--- src/rtl/tap_timer_pkg.sv ---
package tap_timer_pkg;

  localparam int REG_W  = 32;
  localparam int TB_W   = 64;
  localparam int IDX_W  = $clog2(TB_W);
  localparam int BASE_W = 2;
  localparam int EXT_W  = 4;
  localparam int NUM_CH = 2;
  localparam int TAPS_W = (1 << BASE_W) * IDX_W;

  localparam int CH_FIT = 0;
  localparam int CH_WDT = 1;

  // control field positions
  localparam int CTL_WDT_BASE = 30;
  localparam int CTL_WDT_IE   = 27;
  localparam int CTL_FIT_BASE = 24;
  localparam int CTL_FIT_IE   = 23;
  localparam int CTL_WDT_EXT  = 17;
  localparam int CTL_FIT_EXT  = 13;

  // status flag positions
  localparam int ST_FIT = 26;
  localparam int ST_WDT = 30;

  typedef enum logic [1:0] {
    SEL_CTRL  = 2'd0,
    SEL_STAT  = 2'd1,
    SEL_TB_LO = 2'd2,
    SEL_TB_HI = 2'd3
  } regSel_e;

  typedef struct packed {
    logic [BASE_W-1:0] base;
    logic [EXT_W-1:0]  ext;
  } tapSel_t;

  typedef struct packed {
    logic                    ctrlWr;
    logic                    tbLoWr;
    logic                    tbHiWr;
    logic [REG_W-1:0]        data;
    tapSel_t [NUM_CH-1:0]    nextSel;
  } strobe_t;

endpackage

--- src/rtl/tap_index.sv ---
module tap_index
  import tap_timer_pkg::*;
#(
  parameter bit                EXT_MODE = 1'b1,
  parameter logic [TAPS_W-1:0] TAPS     = '0
) (
  input  tapSel_t          sel,
  output logic [IDX_W-1:0] idx
);

  logic [IDX_W-1:0] extIdx;
  logic [IDX_W-1:0] tblIdx;

  assign extIdx = IDX_W'(TB_W - 1) - {sel.ext, sel.base};
  assign tblIdx = TAPS[sel.base*IDX_W +: IDX_W];
  assign idx    = EXT_MODE ? extIdx : tblIdx;

endmodule

--- src/rtl/tap_timer_dpath.sv ---
module tap_timer_dpath
  import tap_timer_pkg::*;
#(
  parameter bit                EXT_MODE = 1'b1,
  parameter logic [TAPS_W-1:0] FIT_TAPS = '0,
  parameter logic [TAPS_W-1:0] WDT_TAPS = '0
) (
  input  logic                 clk,
  input  logic                 rstN,
  input  logic                 tickEn,
  input  strobe_t              strobes,
  input  tapSel_t [NUM_CH-1:0] curSel,
  output logic [TB_W-1:0]      tbValue,
  output logic [NUM_CH-1:0]    evt
);

  logic [TB_W-1:0] tbQ;
  logic [TB_W-1:0] tbNext;

  always_comb begin
    tbNext = tbQ;
    if (strobes.tbLoWr)      tbNext[REG_W-1:0]    = strobes.data;
    else if (strobes.tbHiWr) tbNext[TB_W-1:REG_W] = strobes.data;
    else if (tickEn)         tbNext               = tbQ + TB_W'(1);
  end

  always_ff @(posedge clk) begin
    if (!rstN) tbQ <= '0;
    else       tbQ <= tbNext;
  end

  assign tbValue = tbQ;


  tb_count_chk: assert property (@(posedge clk) disable iff (!rstN)
    (tickEn && !strobes.tbLoWr && !strobes.tbHiWr) |=> tbQ == $past(tbQ) + TB_W'(1));


  tb_hold_chk: assert property (@(posedge clk) disable iff (!rstN)
    (!tickEn && !strobes.tbLoWr && !strobes.tbHiWr) |=> $stable(tbQ));

  for (genvar ch = 0; ch < NUM_CH; ch++) begin : gChan
    localparam logic [TAPS_W-1:0] TAPS = (ch == CH_FIT) ? FIT_TAPS : WDT_TAPS;

    logic [IDX_W-1:0] idxCur;
    logic [IDX_W-1:0] idxNext;
    logic             curBit;
    logic             prevQ;

    tap_index #(.EXT_MODE(EXT_MODE), .TAPS(TAPS)) uCur (
      .sel(curSel[ch]),
      .idx(idxCur)
    );

    tap_index #(.EXT_MODE(EXT_MODE), .TAPS(TAPS)) uNext (
      .sel(strobes.nextSel[ch]),
      .idx(idxNext)
    );

    assign curBit  = tbQ[idxCur];
    assign evt[ch] = curBit & ~prevQ;

    always_ff @(posedge clk) begin
      if (!rstN)               prevQ <= 1'b0;
      else if (strobes.ctrlWr) prevQ <= tbQ[idxNext];
      else                     prevQ <= curBit;
    end


    single_evt_chk: assert property (@(posedge clk) disable iff (!rstN)
      (evt[ch] && !strobes.ctrlWr && !strobes.tbLoWr && !strobes.tbHiWr) |=> !evt[ch]);


    ctrl_wr_quiet_chk: assert property (@(posedge clk) disable iff (!rstN)
      (strobes.ctrlWr && !tickEn) |=> !evt[ch]);
  end

endmodule

--- src/rtl/tap_timer_ctrl.sv ---
module tap_timer_ctrl
  import tap_timer_pkg::*;
(
  input  logic                 clk,
  input  logic                 rstN,
  input  logic                 wrEn,
  input  logic [1:0]           wrSel,
  input  logic [REG_W-1:0]     wrData,
  input  logic [1:0]           rdSel,
  input  logic [TB_W-1:0]      tbValue,
  input  logic [NUM_CH-1:0]    evt,
  output strobe_t              strobes,
  output tapSel_t [NUM_CH-1:0] curSel,
  output logic [REG_W-1:0]     rdData,
  output logic                 fitIrq,
  output logic                 wdtIrq
);

  regSel_e          wSel;
  regSel_e          rSel;
  logic [REG_W-1:0] ctrlQ;
  logic             fitFlagQ;
  logic             wdtFlagQ;
  logic             statWr;
  logic             fitEvt;
  logic             wdtEvt;

  assign wSel   = regSel_e'(wrSel);
  assign rSel   = regSel_e'(rdSel);
  assign statWr = wrEn && (wSel == SEL_STAT);
  assign fitEvt = evt[CH_FIT];
  assign wdtEvt = evt[CH_WDT];

  assign strobes.ctrlWr = wrEn && (wSel == SEL_CTRL);
  assign strobes.tbLoWr = wrEn && (wSel == SEL_TB_LO);
  assign strobes.tbHiWr = wrEn && (wSel == SEL_TB_HI);
  assign strobes.data   = wrData;
  assign strobes.nextSel[CH_FIT] = {wrData[CTL_FIT_BASE +: BASE_W], wrData[CTL_FIT_EXT +: EXT_W]};
  assign strobes.nextSel[CH_WDT] = {wrData[CTL_WDT_BASE +: BASE_W], wrData[CTL_WDT_EXT +: EXT_W]};

  assign curSel[CH_FIT] = {ctrlQ[CTL_FIT_BASE +: BASE_W], ctrlQ[CTL_FIT_EXT +: EXT_W]};
  assign curSel[CH_WDT] = {ctrlQ[CTL_WDT_BASE +: BASE_W], ctrlQ[CTL_WDT_EXT +: EXT_W]};

  always_ff @(posedge clk) begin
    if (!rstN) begin
      ctrlQ    <= '0;
      fitFlagQ <= 1'b0;
      wdtFlagQ <= 1'b0;
    end else begin
      if (strobes.ctrlWr) ctrlQ <= wrData;
      // an event in the same cycle overrides a clear
      fitFlagQ <= fitEvt | (fitFlagQ & ~(statWr & wrData[ST_FIT]));
      wdtFlagQ <= wdtEvt | (wdtFlagQ & ~(statWr & wrData[ST_WDT]));
    end
  end

  always_comb begin
    rdData = '0;
    unique case (rSel)
      SEL_CTRL:  rdData = ctrlQ;
      SEL_STAT: begin
        rdData[ST_FIT] = fitFlagQ;
        rdData[ST_WDT] = wdtFlagQ;
      end
      SEL_TB_LO: rdData = tbValue[REG_W-1:0];
      SEL_TB_HI: rdData = tbValue[TB_W-1:REG_W];
      default:   rdData = '0;
    endcase
  end

  assign fitIrq = fitFlagQ & ctrlQ[CTL_FIT_IE];
  assign wdtIrq = wdtFlagQ & ctrlQ[CTL_WDT_IE];


  fit_set_cause_chk: assert property (@(posedge clk) disable iff (!rstN)
    $rose(fitFlagQ) |-> $past(fitEvt));


  wdt_set_cause_chk: assert property (@(posedge clk) disable iff (!rstN)
    $rose(wdtFlagQ) |-> $past(wdtEvt));


  fit_clear_chk: assert property (@(posedge clk) disable iff (!rstN)
    (statWr && wrData[ST_FIT] && !fitEvt) |=> !fitFlagQ);


  wdt_keep_chk: assert property (@(posedge clk) disable iff (!rstN)
    (statWr && !wrData[ST_WDT] && !wdtEvt) |=> wdtFlagQ == $past(wdtFlagQ));


  fit_evt_wins_chk: assert property (@(posedge clk) disable iff (!rstN)
    fitEvt |=> fitFlagQ);


  wdt_evt_wins_chk: assert property (@(posedge clk) disable iff (!rstN)
    wdtEvt |=> wdtFlagQ);

endmodule

--- src/rtl/tap_timer.sv ---
module tap_timer
  import tap_timer_pkg::*;
#(
  parameter bit                EXT_MODE = 1'b1,
  parameter logic [TAPS_W-1:0] FIT_TAPS = {6'd29, 6'd25, 6'd21, 6'd17},
  parameter logic [TAPS_W-1:0] WDT_TAPS = {6'd33, 6'd29, 6'd25, 6'd21}
) (
  input  logic             clk,
  input  logic             rstN,
  input  logic             tickEn,
  input  logic             wrEn,
  input  logic [1:0]       wrSel,
  input  logic [REG_W-1:0] wrData,
  input  logic [1:0]       rdSel,
  output logic [REG_W-1:0] rdData,
  output logic             fitIrq,
  output logic             wdtIrq
);

  strobe_t              strobes;
  tapSel_t [NUM_CH-1:0] curSel;
  logic [TB_W-1:0]      tbValue;
  logic [NUM_CH-1:0]    evt;

  tap_timer_ctrl uCtrl (
    .clk    (clk),
    .rstN   (rstN),
    .wrEn   (wrEn),
    .wrSel  (wrSel),
    .wrData (wrData),
    .rdSel  (rdSel),
    .tbValue(tbValue),
    .evt    (evt),
    .strobes(strobes),
    .curSel (curSel),
    .rdData (rdData),
    .fitIrq (fitIrq),
    .wdtIrq (wdtIrq)
  );

  tap_timer_dpath #(
    .EXT_MODE(EXT_MODE),
    .FIT_TAPS(FIT_TAPS),
    .WDT_TAPS(WDT_TAPS)
  ) uDpath (
    .clk    (clk),
    .rstN   (rstN),
    .tickEn (tickEn),
    .strobes(strobes),
    .curSel (curSel),
    .tbValue(tbValue),
    .evt    (evt)
  );

endmodule

--- config.mk ---
export PLATFORM = sky130hd
export DESIGN_NAME = tap_timer
export DESIGN_NICKNAME = d
export VERILOG_FILES = /design/src/rtl/tap_timer_pkg.sv /design/src/rtl/tap_index.sv /design/src/rtl/tap_timer_dpath.sv /design/src/rtl/tap_timer_ctrl.sv /design/src/rtl/tap_timer.sv
export SDC_FILE = /design/constraint.sdc
export NUM_CORES = 1
export LEC_CHECK = 0
export ABC_AREA = 1
export BUFFER_PORTS_ARGS = -buffer_cell sky130_fd_sc_hd__buf_2
export CORE_ASPECT_RATIO = 0.75
export CORE_MARGIN = 2
export CORE_UTILIZATION = 45
export CTS_CLUSTER_DIAMETER = 100
export CTS_CLUSTER_SIZE = 28
export DETAILED_ROUTE_END_ITERATION = 8
export PLACE_DENSITY = 0.69
export SLEW_MARGIN = 20
export SYNTH_ARGS = -nofsm -noshare
export SYNTH_HDL_FRONTEND = slang
export SYNTH_HIERARCHICAL = 1
export SYNTH_SLANG_ARGS = --single-unit
--- constraint.sdc ---
create_clock -name clk -period 4.34 [get_ports clk]
set_clock_uncertainty 0.2 [all_clocks]
set_input_delay 0.217 -clock clk [delete_from_list [all_inputs] [get_ports clk]]
set_output_delay 0.217 -clock clk [all_outputs]
set_load 0.01 [all_outputs]
==> impl_metrics.csv <==
group,metric,value,unit
power_and_ir_drop,clkPwrFrac,33.8,%
power_and_ir_drop,power,2555,uW
timing,period_share,67.69,%
global_routing,grt_usage,40.96,%
timing,worst_pin_slew,0.9900,ns
power_and_ir_drop,pwr_density_cell,233.4,nW/um^2
logic_synthesis,synth-compound-area-share,9.045,%
timing,hold_ws,0.02620,ns
placed_design,dp_hpwl,36970,um
clock_network,htreeDepth,3,
clock_network,clockBufferDepth,2,
global_routing,met2_usage,57.86,%
logic_synthesis,synth.most_common_cell,"nand2_1",
die,die_area,24740,um^2
cells_and_area,final_area,10950,um^2
logic_synthesis,synth-xor-area-share,1.077,%
logic_synthesis,yosys.area_share.simple,53.65,%
cells_and_area,area_delta_synth_final,3.599,%
logic_synthesis,synth_seq_cells,100,
power_and_ir_drop,p_switching,992.9,uW
routing,wl_per_cell,23.53,um
worst_setup_path,cp.required,4.45,ns
worst_setup_path,crit_path_cell_trace,"inv_1 > buf_4 > inv_1 > nand2_1 > nand3_1 > nand3_1 > nand2_1 > nand2_1 > nand3_1 > nand3_1 > a21oi_1 > inv_1 > a21oi_1",
worst_setup_path,crit_buf_inv,4,
worst_setup_path,rr_worst_depth,13,
clock_network,cts_hold_buf,26,
global_routing,gr-total-overflow,0,
power_and_ir_drop,swShare,38.86,%
timing,setup_tns,0,ns
power_and_ir_drop,internal_power,1562,uW
global_routing,grt_max_degree,64,
die,start_util,45.83,%
logic_synthesis,yosys_warnings,6,
clock_network,cts_resized,0,
worst_setup_path,cpMostUsedCell,"nand3_1",
global_routing,antenna_found_initial,0,
clock_network,clockRootBuffer,"clkbuf_16",
clock_network,cts.sinks,100,
cells_and_area,drive_above_1_share,11.32,%
logic_synthesis,synth-edff-count,0,
routing,vias,12930,
logic_synthesis,syn_avg_cell_area,5.490,um^2
cells_and_area,seqCellArea,2002,um^2
worst_setup_path,crit_type,"flop to flop",
global_routing,grt_use_met1,56.12,%
routing,routed_wl,51340,um
logic_synthesis,synth_cells,1925,
logic_synthesis,yosysTopAreaCell,"nand2_1",
clock_network,clk_pin_slew,0.08,ns
worst_setup_path,critPathMaxStageDelay,0.77,ns
global_routing,grt.busiest_layer,"met2",
die,num_rows,48,
logic_synthesis,ys_seq_area_share,18.94,%
routing,dr.pass1.iters,8,
power_and_ir_drop,combPwrFrac,24.4,%
logic_synthesis,syn_area,10570,um^2
logic_synthesis,synth_top_family_by_area,"simple AND/OR/NAND/NOR gates",
global_routing,grt_pass1_wl,73900,um
routing,vias_per_cell,5.926,
timing,grt_setup_unrepaired,"false",
timing,setup_viol,0,
placed_design,portBuffers,73,
power_and_ir_drop,ir_worst_vdd,201.3,uV
global_routing,grt_pass1_vias,11260,
timing,slew_headroom,33.93,%
worst_setup_path,arrival,3.05,ns
cells_and_area,fin_nets,1917,
routing,dr.first_iter.drc_count,1880,
routing,detail-route-antenna-nets,0,
placed_design,place_area,10390,um^2
cells_and_area,nFillCells,2619,
global_routing,use_met3,14.77,%
logic_synthesis,postSynth.asyncResetShare,0,%
worst_setup_path,cp.depth,13,
clock_network,cts_inserted_buffers,9,
logic_synthesis,synth_area_leaders,"nand2_1 (23%), dfxtp_1 (19%), nand3_1 (14%)",
timing,fin_crit,2.938,ns
logic_synthesis,muxShareOfSynthArea,0,%
run,maxCapViolCount,0,
die,top_level_ports,74,
timing,hold_viol,0,
die,die_h,136.7,um
logic_synthesis,yosysUniqueCellTypes,40,
run_status,status,"completed",
routing,remaining_drc_errors,0,
hold_path,hp-class,"input port to flop",
timing,clock.fmax,340.4,MHz
power_and_ir_drop,share_seq_of_total_power,41.8,%
worst_setup_path,cpMaxStageDelayCell,"inv_1",
placed_design,gp_congestion,1.066,
timing,worst_slack,1.402,ns
clock_network,cts_tree,"done",
timing,finalMaxSlewViolations,0,
clock_network,insertion_delay,0.38,ns
worst_setup_path,cp_max_fo,34,
placed_design,dp_worst_setup_slack,1.564,ns
logic_synthesis,ys.flop_type,"dfxtp_1",
die,fp.coreArea,23060,um^2
logic_synthesis,synthesis.nets,1966,
worst_setup_path,cp-end-kind,"flop",
logic_synthesis,synthAdderAreaFrac,0.1184,%
power_and_ir_drop,p_leak,0.004531,uW
cells_and_area,multi_input_area,6758,um^2
worst_setup_path,start_kind,"flop",
hold_path,hold_path_depth,3,
die,die_w,181.0,um
logic_synthesis,synth_top_cell_area_share,22.55,%
worst_setup_path,crit_family,"buffers and inverters",
logic_synthesis,ys_top_cells_by_count,"nand2_1 (635), nand3_1 (296), nor2_1 (218)",
clock_network,postCtsSetupBuffers,0,
metal layers:
metal | routed length [um] | part of all wire (%) | vias up
met5 | 0 | 0 | -
met2 | 20190 | 39 | 925
li1 | - | - | 5990
met3 | 7153 | 14 | 108
met4 | 2140 | 4.2 | 0
met1 | 21850 | 43 | 5907
worst paths after layout:
check,startpoint,endpoint,slack [ns]
min,wrData[17],uDpath/tbValue[17],0.03
max,uCtrl/ctrlQ[30],uCtrl/wdtFlagQ,1.40
max reg2reg,uCtrl/ctrlQ[30],uCtrl/wdtFlagQ,1.40
min reg2reg,uCtrl/ctrlQ[9],uCtrl/ctrlQ[9],0.29
cell families (layout without fill, tap and decap cells):
group | count (synthesis) | in the layout
compound gates | 177 | 177
xor+xnor | 13 | 13
fa+ha+maj | 1 | 1
buf+inv | 358 | 314
flops | 100 | 100
other cells | 0 | 1
simple gates | 1276 | 1276
layout by cell type (no fill, tap or decap), types with 4 or more instances in the layout:
cell / instances
o21ai_0: 71
dfxtp_1: 100
clkbuf_16: 9
nand2_1: 635
nor2_2: 14
o211ai_1: 4
dlygate4sd3_1: 26
xor2_1: 9
nor2_4: 12
inv_1: 137
nor2_1: 218
buf_4: 35
nor3_1: 24
nor2_8: 4
buf_2: 73
nand4_1: 40
inv_2: 20
a21oi_2: 6
a31oi_1: 26
nand2_2: 13
a21oi_1: 63
xnor2_1: 4
inv_6: 4
o21ai_1: 5
nor3_2: 6
nand3_1: 296
state kept, by name (all words and copies together), names as in the netlist:
signal	count
uDpath/tbValue	64
uCtrl/ctrlQ	32
uDpath/gChan.prevQ	2
uCtrl/fitFlagQ	1
uCtrl/wdtFlagQ	1
power groups by stage:
stage | logic (uW) | registers (uW) | clock network (uW)
4_1_cts | 598 | 1060 | 880
3_3_place_gp | 571 | 1080 | 0
2_1_floorplan | 459 | 1010 | 0
6_report | 624 | 1070 | 864
5_1_grt | 673 | 1070 | 906
3_5_place_dp | 577 | 1080 | 0
through the flow:
stage | instances | utilization, %
5_1_grt | 2181 | 47.47
4_1_cts | 2181 | 47.46
2_1_floorplan | 1925 | -
6_report | 2182 | 47.48
3_3_place_gp | 2139 | 45.06
3_5_place_dp | 2139 | 45.06
layout make-up:
| class | instances | share of cell area, % |
|---|---|---|
| antenna | 1 | 0.02285 |
| sequential | 100 | 18.28 |
| inverter | 164 | 5.748 |
| timing repair buffer | 134 | 8.113 |
| multi-input combinational | 1467 | 61.72 |
| clock buffer | 10 | 2.091 |
| tap | 300 | 3.428 |
| clock inverter | 6 | 0.5942 |
worst reg2reg max path: cells and delay by family (launching register included):
family          cells  cell delay (ns)
simple gates        7             0.76
flops               1             0.35
buf+inv             4             1.16
compound gates      2             0.40
Note: power is estimated with default switching activity, not from simulation.
